### src/rtl/sip_pkg.sv
package sip_pkg;

    // Handshake state bits held by the core
    typedef struct packed {
        logic full;      // byte held, not yet read
        logic irq;       // interrupt request
        logic ovr;       // sticky overrun
        logic rd_prev;   // read strobe seen on the previous edge
        logic stb_prev;  // synchronized strobe seen on the previous edge
    } sip_state_t;

    localparam sip_state_t SIP_STATE_RST = '{
        full:     1'b0,
        irq:      1'b0,
        ovr:      1'b0,
        rd_prev:  1'b1,
        stb_prev: 1'b1
    };

endpackage

### src/rtl/sip_sync.sv
module sip_sync #(
    parameter int   STAGES  = 2,
    parameter logic RST_VAL = 1'b1
) (
    input  logic clk,
    input  logic rst_n,
    input  logic async_in,
    output logic sync_out
);

    logic [STAGES-1:0] chain_q;
    logic [STAGES-1:0] chain_d;

    generate
        if (STAGES == 1) begin : g_one
            always_comb chain_d = async_in;
        end else begin : g_many
            always_comb chain_d = {chain_q[STAGES-2:0], async_in};
        end
    endgenerate

    always_ff @(posedge clk or negedge rst_n) begin
        if (!rst_n) begin
            chain_q <= {STAGES{RST_VAL}};
        end else begin
            chain_q <= chain_d;
        end
    end

    assign sync_out = chain_q[STAGES-1];

endmodule

### src/rtl/sip_core.sv
module sip_core
    import sip_pkg::*;
#(
    parameter int DATA_W = 8
) (
    input  logic              clk,
    input  logic              rst_n,
    input  logic              stb_s,
    input  logic              rd_n,
    input  logic              int_en,
    input  logic [DATA_W-1:0] pin_data,
    output logic [DATA_W-1:0] data_q,
    output sip_state_t        st_q
);

    sip_state_t        st_d;
    logic [DATA_W-1:0] data_d;
    logic              stb_fall;
    logic              rd_rise;

    always_comb begin
        st_d   = st_q;
        data_d = data_q;

        stb_fall = st_q.stb_prev & ~stb_s;
        rd_rise  = ~st_q.rd_prev & rd_n;

        st_d.stb_prev = stb_s;
        st_d.rd_prev  = rd_n;

        // end of a read empties the buffer
        if (rd_rise) begin
            st_d.full = 1'b0;
        end

        // capture has priority over the end of a read
        if (stb_fall) begin
            data_d    = pin_data;
            st_d.full = 1'b1;
            if (st_q.full && !rd_rise) begin
                st_d.ovr = 1'b1;
            end
        end

        // request only once strobe is back high and no read is under way
        st_d.irq = int_en & st_q.full & stb_s & rd_n & st_q.rd_prev;
    end

    always_ff @(posedge clk or negedge rst_n) begin
        if (!rst_n) begin
            st_q   <= SIP_STATE_RST;
            data_q <= '0;
        end else begin
            st_q   <= st_d;
            data_q <= data_d;
        end
    end

endmodule

### src/rtl/strobed_in_port.sv
module strobed_in_port
    import sip_pkg::*;
#(
    parameter int DATA_W      = 8,
    parameter int SYNC_STAGES = 2
) (
    input  logic              clk,
    input  logic              rst_n,
    input  logic [DATA_W-1:0] pin_data,
    input  logic              stb_n,
    input  logic              rd_n,
    input  logic              int_en,
    output logic [DATA_W-1:0] bus_data,
    output logic              buf_full,
    output logic              irq,
    output logic              overrun
);

    logic       stb_s;
    sip_state_t st;

    sip_sync #(
        .STAGES  (SYNC_STAGES),
        .RST_VAL (1'b1)
    ) u_sync (
        .clk      (clk),
        .rst_n    (rst_n),
        .async_in (stb_n),
        .sync_out (stb_s)
    );

    sip_core #(
        .DATA_W (DATA_W)
    ) u_core (
        .clk      (clk),
        .rst_n    (rst_n),
        .stb_s    (stb_s),
        .rd_n     (rd_n),
        .int_en   (int_en),
        .pin_data (pin_data),
        .data_q   (bus_data),
        .st_q     (st)
    );

    assign buf_full = st.full;
    assign irq      = st.irq;
    assign overrun  = st.ovr;

endmodule

### config.mk
export PLATFORM = sky130hd
export DESIGN_NAME = strobed_in_port
export DESIGN_NICKNAME = d
export VERILOG_FILES = /design/src/rtl/sip_pkg.sv /design/src/rtl/sip_sync.sv /design/src/rtl/sip_core.sv /design/src/rtl/strobed_in_port.sv
export SDC_FILE = /design/constraint.sdc
export NUM_CORES = 1
export LEC_CHECK = 0
export BUFFER_PORTS_ARGS = -buffer_cell sky130_fd_sc_hd__buf_4
export CORE_AREA = 2 2 39 41
export DETAILED_ROUTE_END_ITERATION = 8
export DIE_AREA = 0 0 41 43
export PLACE_DENSITY = 0.71
export SLEW_MARGIN = 10
export SYNTH_ARGS = -nofsm -noshare
export SYNTH_HDL_FRONTEND = slang
export SYNTH_HIERARCHICAL = 1
export SYNTH_SLANG_ARGS = --single-unit
### constraint.sdc
create_clock -name clk -period 1.45 [get_ports clk]
set_input_delay 0.0725 -clock clk [delete_from_list [all_inputs] [get_ports clk]]
set_output_delay 0.0725 -clock clk [all_outputs]
set_load 0.005 [all_outputs]
==> metrics.log, run 1 <==
[metrics] number of standard-cell rows in the floorplan: 14
[metrics] fraction of post-synthesis cell area in the top cell type by area: 0.498
[metrics] number of buffer and inverter stages on the critical path: 1
[metrics] Setup Skew: 0.00484 ns
[metrics] # diodes: 0
[metrics] peak clock frequency supported by timing: 787 MHz
[metrics] unique cell type count in the Yosys netlist: 11
[metrics] time the final worst path needs with I/O delays and setup: 1.27 ns
[metrics] Max rail drop VDD: 704 uV
[metrics] startpoint type of the worst setup path: flop
[metrics] count of buffers from port buffering: 23
[metrics] number of buffers inserted during clock tree synthesis: 3
[metrics] Core Util, Final: 0.583
[metrics] required time of the worst setup path: 1.61 ns
[metrics] areal power density over the cells: 1090 mW/mm2
[metrics] die outline height: 43 um
[metrics] P_leak: 0.399 nW
[metrics] total gr overflow: 0
[metrics] antenna violations before repair: 0
[metrics] kind of end point of the critical path: flop
[metrics] full die area: 0.00176 mm2
[metrics] mean instance size in the synthesized netlist: 17.8 um2
[metrics] Clk Latency, worst-skew pair: 0.27 ns
[metrics] Seq cells post-synth: 15
[metrics] Syn Std Cell Area: 553 um2
[metrics] worst rel slew slack: 0.879
[metrics] clock sink total: 15
[metrics] effective utilization at floorplan: 0.400
[metrics] routed wire length: 871 um
[metrics] prevailing post-synth register cell: dfrtp_1
[metrics] CTS clk-pin slew, worst paths: 0.09 ns
[metrics] buffers inserted during post-CTS setup optimization: 0
[metrics] sequential share of the synthesized area: 0.688
[metrics] Placer Congestion: 0.746
[metrics] final-layout setup total negative slack: 0 ns
[metrics] number of fill cells: 115
[metrics] violation count after the first detailed-route iteration: 3
[metrics] Synth-to-Final Area Change: 45.9%
[metrics] maximum fanout along the worst path: 5
[metrics] CTS tree: yes
[metrics] fraction of final layout cells with drive strength greater than 1: 0.677
[metrics] DRC viols: 0
[metrics] Max Buffers Root-to-Sink: 2
[metrics] combined global-route utilization of all metal layers: 0.126
[metrics] vias in the first global route: 370
[metrics] global-route wire length before repair: 1460 um
[metrics] routed via count divided by cell count: 4.45
[metrics] Critical Path Slowest Stage Cell: dfstp_2
[metrics] status: complete, no violations
[metrics] transition time at the pin with the least slew margin: 0.181 ns
[metrics] kind of critical path: flop to flop
[metrics] unrepaired setup endpoints after global routing: false
[metrics] cells resized by post-CTS repair: 0
[metrics] count of vias placed by the detailed router: 347
[metrics] class of the tightest hold or removal check: input pin to flop
[metrics] floorplan core area: 0.00138 mm2
[metrics] cell taking the most area after synthesis: dfrtp_1
[metrics] H-tree depth: 1
[metrics] placed cell area: 749 um2
[metrics] clock root buffer: clkbuf_4
[metrics] top cells by area, synth: dfrtp_1 (50%), mux2_4 (22%), dfstp_2 (19%)
[metrics] post-route antenna net violation count: 0
[metrics] Final Worst Setup Slack: 0.179 ns
[metrics] routed length per instance: 11.2 um
[metrics] floorplan die width: 41 um
[metrics] critical path arrival: 1.43 ns
[metrics] category of cells accounting for the largest share of critical-path delay: flip-flops
[metrics] syn_nets: 44
[metrics] Yosys warnings: 6
[metrics] post-synthesis async set-or-reset flop share: 1.00
[metrics] post-layout net count: 76
[metrics] fin area: 807 um2
[metrics] max capacitance violation total: 0
[metrics] Setup violations, final: 0
[metrics] max-slew violation total from the final report: 0
[metrics] top cells by instance count after synthesis: dfrtp_1 (11), mux2_4 (8), dfstp_2 (4)
[metrics] worst-case setup slack after placement: 0.190 ns
[metrics] top-count cell post-synth: dfrtp_1
[metrics] post-route fraction of the period consumed by the critical path: 0.876
[metrics] Hold Worst Slack: 0.0247 ns
[metrics] boundary pin count: 24
[metrics] first-pass detailed-route iteration total: 2
[metrics] slowest stage delay, CP: 0.52 ns
[metrics] Hold Vio Cnt, Final: 0
[metrics] Post-synth EDFFs: 0
[metrics] list of cells traversed by the critical path: nor2b_1 -> buf_4 -> mux2_4
[metrics] number of cells produced by synthesis: 31
[metrics] maximum number of pins on one net before global-route repair: 16
flip-flops by register name, summed over array words and instances (netlist names):
register,flops
u_core/data_q,8
u_sync/chain_q,2
u_core/st_q,5
cell families after synthesis:
group,Yosys count,share of synthesized area
flip-flops,15,0.688
buffers and inverters,1,0.0204
AO/OA/AOI/OAI,2,0.0294
AND/OR/NAND/NOR,5,0.0452
multiplexers,8,0.217
where the power goes:
group | switching, mW | leakage (nW) | internal [mW]
sequential | 0.0245 | 0.170 | 0.466
clock | 0.120 | 0.0177 | 0.102
combinational | 0.0487 | 0.211 | 0.123
cell usage in the layout (no fill, tap or decap):
master	synthesis	final
nand3_1	1	1
a31o_2	1	1
nand2b_1	1	1
nand2_1	1	1
nor2_1	1	1
nor2b_1	1	1
buf_4	0	25
a21o_1	1	1
dfstp_2	4	4
dlygate4sd3_1	0	3
clkbuf_4	0	3
mux2_4	8	8
clkinv_2	0	1
dfrtp_1	11	11
final timing paths:
kind	slack, ns	depth (start not counted)	from	to
setup / recovery	0.18	3	u_core/st_q[0]	u_core/data_q[5]
hold / removal	0.02	3	int_en	u_core/st_q[3]
setup reg to reg	0.18	3	u_core/st_q[0]	u_core/data_q[5]
hold reg to reg	0.36	0	u_sync/chain_q[0]	u_sync/chain_q[1]
max in group asynchronous	1.04	2	rst_n	u_core/st_q[0]
min in group asynchronous	0.18	2	rst_n	u_core/data_q[2]
area by class of cell:
type                    count  area (um2)  area share
well taps                  16        20.0      0.0248
flip-flops and latches     15         380       0.471
clock buffers               3        22.5      0.0279
multi-input cells          15         161       0.200
clock inverters             1        5.00     0.00620
repair buffers             28         218       0.270
routing by layer:
layer  vias up  part of all wire  global-route usage
li1        167                 -                   -
met1       168              0.44               0.155
met2        12              0.48               0.188
met3         0             0.075              0.0628
met4         0                 0              0.0400
met5         -                 0                   0
through the flow:
stage,power [mW],instances
finish,0.883,78
global route,0.942,78
CTS,0.898,78
detailed placement,0.666,71
global placement,0.662,71
floorplan,0.565,31
worst register-to-register path: stages (launching register included):
cell and delay [ns]:
dfstp_2 0.52, nor2b_1 0.16, buf_4 0.18, mux2_4 0.31
repair_timing:
item | in CTS | in global routing
hold buffers | 3 | 0
setup endpoints to repair | 0 | 0
hold endpoints to repair | 17 | 0
Power figures use the tool's default switching activity.
==> inputs of run 2 (changes only) <==
REMOVE_ABC_BUFFERS = 1   (was default)
==> metrics.log, run 2 (same netlist as run 1, synthesis figures left out) <==
[metrics] leading registers by flop count: u_core/data_q (8), u_core/st_q (5), u_sync/chain_q (2)
[metrics] Clk Latency, worst-skew pair: 0.27 ns (about the same)
[metrics] kind of critical path: flop to flop
[metrics] routed via count divided by cell count: 4.47 (+0.58%)
[metrics] number of flip-flops in the largest register: 8 (unchanged)
[metrics] worst rel slew slack: 0.867 (-0.0118)
[metrics] floorplan core area: 0.00138 mm2 (unchanged)
[metrics] combined flip-flop and latch cell area: 380 um2 (unchanged)
[metrics] post-route fraction of the period consumed by the critical path: 0.935 (+0.0587)
[metrics] slowest stage delay, CP: 0.52 ns (about the same)
[metrics] max capacitance violation total: 0 (unchanged)
[metrics] number of standard-cell rows in the floorplan: 14 (unchanged)
[metrics] full die area: 0.00176 mm2 (unchanged)
[metrics] unrepaired setup endpoints after global routing: false
[metrics] buffers inserted during post-CTS setup optimization: 0 (unchanged)
[metrics] CTS clk-pin slew, worst paths: 0.09 ns (about the same)
[metrics] # diodes: 0 (unchanged)
[metrics] Core Util, Final: 0.583 (unchanged)
[metrics] placed cell area: 749 um2 (unchanged)
[metrics] Placer Congestion: 0.633 (-15%)
[metrics] worst-case setup slack after placement: 0.133 ns (-0.0569 ns)
[metrics] final cell count without fillers: 78 (unchanged)
[metrics] total gr overflow: 0 (unchanged)
[metrics] effective utilization at floorplan: 0.400 (unchanged)
[metrics] number of buffers inserted during clock tree synthesis: 3 (unchanged)
[metrics] first-pass detailed-route iteration total: 2 (unchanged)
[metrics] time the final worst path needs with I/O delays and setup: 1.36 ns (+0.0851 ns)
[metrics] clock root buffer: clkbuf_4
[metrics] Placed Cells incl. Taps: 71 (unchanged)
[metrics] fin area: 807 um2 (unchanged)
[metrics] final-layout setup total negative slack: 0 ns (unchanged)
[metrics] maximum fanout along the worst path: 6 (+1)
[metrics] transition time at the pin with the least slew margin: 0.199 ns (+0.0173 ns)
[metrics] H-tree depth: 1 (unchanged)
[metrics] class of the tightest hold or removal check: input pin to flop
[metrics] kind of end point of the critical path: flop
[metrics] fraction of final layout cells with drive strength greater than 1: 0.677 (unchanged)
[metrics] P_leak: 0.399 nW (unchanged)
[metrics] largest register by flop count: u_core/data_q
[metrics] global-route wire length before repair: 1540 um (+5.2%)
[metrics] Hold Vio Cnt, Final: 0 (unchanged)
[metrics] Hold Worst Slack: 0.0185 ns (-0.00620 ns)
[metrics] combined global-route utilization of all metal layers: 0.133 (+0.00656)
[metrics] die outline height: 43 um (unchanged)
[metrics] Setup Skew: 0.00319 ns (-0.00165 ns)
[metrics] Critical Path Slowest Stage Cell: dfstp_2
[metrics] count of vias placed by the detailed router: 349 (+0.58%)
[metrics] hold-fix buffers at CTS: 3 (unchanged)
[metrics] routed length per instance: 13.0 um (+16%)
[metrics] areal power density over the cells: 1110 mW/mm2 (+1.1%)
[metrics] most common cell after layout, fill and taps aside: buf_4
[metrics] max-slew violation total from the final report: 0 (unchanged)
[metrics] Max Buffers Root-to-Sink: 2 (unchanged)
[metrics] Setup violations, final: 0 (unchanged)
[metrics] number of fill cells: 107 (-7.0%)
[metrics] boundary pin count: 24 (unchanged)
[metrics] post-layout net count: 76 (unchanged)
[metrics] commonest cells after routing, fill and taps aside: buf_4 (25), dfrtp_1 (11), mux2_4 (8), dfstp_2 (4)
[metrics] list of cells traversed by the critical path: nor2b_1 -> buf_4 -> mux2_4
[metrics] vias in the first global route: 360 (-2.7%)
[metrics] category of cells accounting for the largest share of critical-path delay: flip-flops
[metrics] peak clock frequency supported by timing: 738 MHz (-6.3%)
[metrics] violation count after the first detailed-route iteration: 4 (+1)
[metrics] Max rail drop VDD: 709 uV (+0.65%)
[metrics] cells resized by post-CTS repair: 0 (unchanged)
[metrics] PnR Total Power: 0.893 mW (+1.1%)
[metrics] critical path arrival: 1.52 ns (+0.09 ns)
[metrics] Synth-to-Final Area Change: 45.9% (unchanged)
[metrics] number of buffer and inverter stages on the critical path: 1 (unchanged)
[metrics] antenna violations before repair: 0 (unchanged)
[metrics] startpoint type of the worst setup path: flop
[metrics] clock sink total: 15 (unchanged)
[metrics] combined area of the multi-input logic cells: 161 um2 (unchanged)
[metrics] CTS tree: yes
[metrics] count of buffers from port buffering: 23 (unchanged)
[metrics] required time of the worst setup path: 1.62 ns (about the same)
[metrics] floorplan die width: 41 um (unchanged)
[metrics] maximum number of pins on one net before global-route repair: 16 (unchanged)
[metrics] DRC viols: 0 (unchanged)
[metrics] post-route antenna net violation count: 0 (unchanged)
[metrics] status: complete, no violations
[metrics] Final Worst Setup Slack: 0.0942 ns (-0.0851 ns)
[metrics] routed wire length: 1010 um (+16%)
==> run 2: worst register-to-register path: stages (launching register included) <==
cell and delay, ns:
dfstp_2 0.52, nor2b_1 0.20, buf_4 0.22, mux2_4 0.31
==> run 2: report_power, final <==
group          total [mW]  internal, mW  switching [mW]
Clock               0.229         0.102           0.127
Sequential          0.492         0.466          0.0260
Combinational       0.172         0.123          0.0497
Total               0.893         0.691           0.203
==> run 2: final timing paths <==
| check | from | endpoint | slack [ns] | cells after the start |
|---|---|---|---|---|
| setup / recovery | u_core/st_q[0] | u_core/data_q[1] | 0.09 | 3 |
| hold / removal | pin_data[2] | u_core/data_q[2] | 0.02 | 2 |
| setup reg to reg | u_core/st_q[0] | u_core/data_q[1] | 0.09 | 3 |
| hold reg to reg | u_sync/chain_q[0] | u_sync/chain_q[1] | 0.36 | 0 |
| max in group asynchronous | rst_n | u_core/st_q[0] | 1.03 | 2 |
| min in group asynchronous | rst_n | u_core/data_q[2] | 0.18 | 2 |
==> run 2: layer usage <==
metal | routed length, um | up-vias | track usage
met5 | 0 | - | 0
met4 | 8 | 0 | 0.0600
met3 | 58 | 2 | 0.0314
met2 | 492 | 14 | 0.203
li1 | - | 166 | -
met1 | 453 | 167 | 0.171
==> run 2: area by class of cell <==
class	count	area share
Tap cell	16	0.0248
Sequential cell	15	0.471
Multi-Input combinational cell	15	0.200
Timing Repair Buffer	28	0.270
Clock buffer	3	0.0279
Clock inverter	1	0.00620
==> inputs of run 3 (changes only) <==
CELL_PAD_IN_SITES_DETAIL_PLACEMENT = 1   (was default)
CELL_PAD_IN_SITES_GLOBAL_PLACEMENT = 2   (was default)
CORE_AREA = default   (was 2 2 39 41)
CORE_MARGIN = 2   (was default)
CORE_UTILIZATION = 29   (was default)
DIE_AREA = default   (was 0 0 41 43)
PLACE_DENSITY = default   (was 0.71)
PLACE_DENSITY_LB_ADDON = 0.1   (was default)
SYNTH_HIERARCHICAL = default   (was 1)
==> metrics.log, run 3 <==
[metrics] status: complete, no violations
[metrics] met1 GRT Util: 0.134 (-0.0371)
[metrics] Clk Latency, worst-skew pair: 0.27 ns (about the same)
[metrics] Yosys warnings: 0 (-6)
[metrics] routed length per instance: 14.3 um (+9.7%)
[metrics] Max Buffers Root-to-Sink: 2 (unchanged)
[metrics] violation count after the first detailed-route iteration: 2 (-2)
[metrics] maximum fanout along the worst path: 4 (-2)
[metrics] power spent charging and discharging nets: 0.202 mW (-0.23%)
[metrics] top cells by area, synth: dfrtp_1 (50%), mux2_4 (22%), dfstp_2 (19%)
[metrics] routed wire length: 1250 um (+24%)
[metrics] floorplan core area: 0.00176 mm2 (+27%)
[metrics] boundary pin count: 24 (unchanged)
[metrics] CTS tree: yes
[metrics] number of buffers inserted during clock tree synthesis: 3 (unchanged)
[metrics] Placer Congestion: 0.750 (+18%)
[metrics] clock sink total: 15 (unchanged)
[metrics] required time of the worst setup path: 1.61 ns (about the same)
[metrics] post-route antenna net violation count: 0 (unchanged)
[metrics] startpoint type of the worst setup path: flop
[metrics] post-route fraction of the period consumed by the critical path: 0.916 (-0.0188)
[metrics] post-layout net count: 77 (+1.3%)
[metrics] combined global-route utilization of all metal layers: 0.148 (+0.0151)
[metrics] cell internal power dissipation: 0.697 mW (+0.90%)
[metrics] vias in the first global route: 431 (+20%)
[metrics] max capacitance violation total: 0 (unchanged)
[metrics] post-synthesis async set-or-reset flop share: 1.00 (unchanged)
[metrics] count of buffers from port buffering: 23 (unchanged)
[metrics] Synth-to-Final Area Change: 49.1%
[metrics] Syn Std Cell Area: 553 um2 (unchanged)
[metrics] detailed placement HPWL: 1010 um
[metrics] effective utilization at floorplan: 0.313 (-0.0862)
[metrics] met2 Usage GRT: 0.295 (+0.0915)
[metrics] CTS clk-pin slew, worst paths: 0.08 ns (about the same)
[metrics] max-slew violation total from the final report: 0 (unchanged)
[metrics] fraction of met3 tracks used by global routing: 0.0453 (+0.0139)
[metrics] top cells by instance count after synthesis: dfrtp_1 (11), mux2_4 (8), dfstp_2 (4)
[metrics] clock root buffer: clkbuf_4
[metrics] kind of end point of the critical path: flop
[metrics] number of standard-cell rows in the floorplan: 15 (+1)
[metrics] class of the tightest hold or removal check: input pin to flop
[metrics] number of cells produced by synthesis: 31 (unchanged)
[metrics] time the final worst path needs with I/O delays and setup: 1.33 ns (-0.0273 ns)
[metrics] Placed Cells incl. Taps: 81 (+14%)
[metrics] Setup Skew: 0.00130 ns (-0.00188 ns)
[metrics] kind of critical path: flop to flop
[metrics] areal power density over the cells: 1090 mW/mm2 (-1.5%)
[metrics] combinational power share: 0.198 (+0.005)
[metrics] cell taking the most area after synthesis: dfrtp_1
[metrics] critical path arrival: 1.49 ns (-0.03 ns)
[metrics] H-tree depth: 1 (unchanged)
[metrics] die outline height: 47.7 um (+11%)
[metrics] DRC viols: 0 (unchanged)
[metrics] Setup violations, final: 0 (unchanged)
[metrics] final-layout setup total negative slack: 0 ns (unchanged)
[metrics] most congested layer reported by global routing: met2
[metrics] largest register by flop count: u_core.data_q
[metrics] share of total power in sequential cells: 0.548 (-0.002)
[metrics] first-pass detailed-route iteration total: 3 (+1)
[metrics] worst rel slew slack: 0.865 (-0.00232)
[metrics] unique cell type count in the Yosys netlist: 11 (unchanged)
[metrics] P_leak: 0.401 nW (+0.60%)
[metrics] top-count cell post-synth: dfrtp_1
[metrics] fraction of post-synthesis cell area in the top cell type by area: 0.498 (unchanged)
[metrics] routed via count divided by cell count: 4.26 (-4.8%)
[metrics] Max rail drop VDD: 526 uV (-26%)
[metrics] switching share of total power: 0.225 (-0.00197)
[metrics] commonest cells after routing, fill and taps aside: buf_4 (26), dfrtp_1 (11), mux2_4 (8), dfstp_2 (4)
[metrics] part of the power in the clock network: 0.254 (-0.003)
[metrics] PnR Total Power: 0.899 mW (+0.65%)
[metrics] final cell count without fillers: 88 (+13%)
[metrics] floorplan die width: 47.7 um (+16%)
[metrics] # diodes: 0 (unchanged)
[metrics] fraction of final layout cells with drive strength greater than 1: 0.667 (-0.0108)
[metrics] most common cell after layout, fill and taps aside: buf_4
[metrics] prevailing post-synth register cell: dfrtp_1
[metrics] full die area: 0.00227 mm2 (+29%)
[metrics] Seq cells post-synth: 15 (unchanged)
[metrics] mean instance size in the synthesized netlist: 17.8 um2 (unchanged)
[metrics] global-route wire length before repair: 2120 um (+38%)
[metrics] Post-synth EDFFs: 0 (unchanged)
[metrics] peak clock frequency supported by timing: 753 MHz (+2.1%)
[metrics] count of vias placed by the detailed router: 375 (+7.4%)
[metrics] sequential share of the synthesized area: 0.688 (unchanged)
[metrics] transition time at the pin with the least slew margin: 0.202 ns (+0.00348 ns)
[metrics] maximum number of pins on one net before global-route repair: 16 (unchanged)
[metrics] leading registers by flop count: u_core.data_q (8), u_core.st_q (5), u_sync.chain_q (2)
[metrics] number of fill cells: 206 (+93%)
[metrics] total gr overflow: 0 (unchanged)
[metrics] unrepaired setup endpoints after global routing: false
[metrics] Hold Vio Cnt, Final: 0 (unchanged)
[metrics] number of flip-flops in the largest register: 8 (unchanged)
[metrics] cells resized by post-CTS repair: 0 (unchanged)
[metrics] antenna violations before repair: 0 (unchanged)
[run 3: cell families after synthesis]
group                  count (synthesis)  share of synthesized area
muxes                                  8                      0.217
buffers and inverters                  1                     0.0204
and+or+nand+nor                        5                     0.0452
AOI/OAI and AO/OA                      2                     0.0294
DFF                                   15                      0.688
[run 3: power groups by stage]
stage	clock, mW	combinational (mW)	sequential, mW
final	0.228	0.178	0.493
after global routing	0.267	0.193	0.500
after CTS	0.243	0.181	0.495
after detailed placement	0	0.175	0.501
after global placement	0	0.168	0.497
after floorplan	0	0.0635	0.498
[run 3: what timing repair did]
| item | 4_1_cts | 5_1_grt |
|---|---|---|
| hold buffers | 3 | 0 |
| setup buffers | 0 | 0 |
| hold endpoints to repair | 17 | 0 |
| endpoints found under the setup margin | 0 | 0 |
[run 3: final timing paths]
kind | startpoint | slack [ns] | end | cells after the start
max | u_core.st_q[0] | 0.12 | u_core.data_q[0] | 3
min | pin_data[3] | 0.02 | u_core.data_q[3] | 2
max reg2reg | u_core.st_q[0] | 0.12 | u_core.data_q[0] | 3
min reg2reg | u_sync.chain_q[0] | 0.36 | u_sync.chain_q[1] | 0
max in group asynchronous | rst_n | 1.03 | u_core.st_q[0] | 2
min in group asynchronous | rst_n | 0.17 | u_core.st_q[2] | 2
[run 3: area by class of cell]
cell class                      instances  area (um2)  area share
Clock buffer                            4        26.3      0.0319
Multi-Input combinational cell         15         161       0.196
Tap cell                               25        31.3      0.0379
Timing Repair Buffer                   29         225       0.273
Sequential cell                        15         380       0.461
[run 3: metal layers]
metal / share of wire / wire [um]
met5: 0 / 0
met4: 0 / 0
met3: 0.045 / 57
met2: 0.62 / 779
met1: 0.33 / 417
[run 3: worst max-delay path, cell delays in order (launching register included)]
cell and delay [ns]:
dfstp_2 0.52, nor2b_1 0.21, buf_4 0.20, mux2_4 0.30
[run 3: per-stage QoR]
step | setup slack, ns | hold slack [ns] | utilization | instance area, um2
3_5_place_dp | 0.125 | -0.0649 | 0.435 | 768
5_1_grt | 0.0231 | 0.00603 | 0.467 | 825
3_3_place_gp | 0.161 | -0.0734 | 0.435 | 768
2_1_floorplan | -0.201 | -0.223 | - | 542
4_1_cts | 0.100 | 0.0123 | 0.467 | 825
6_report | 0.121 | 0.0248 | 0.467 | 825
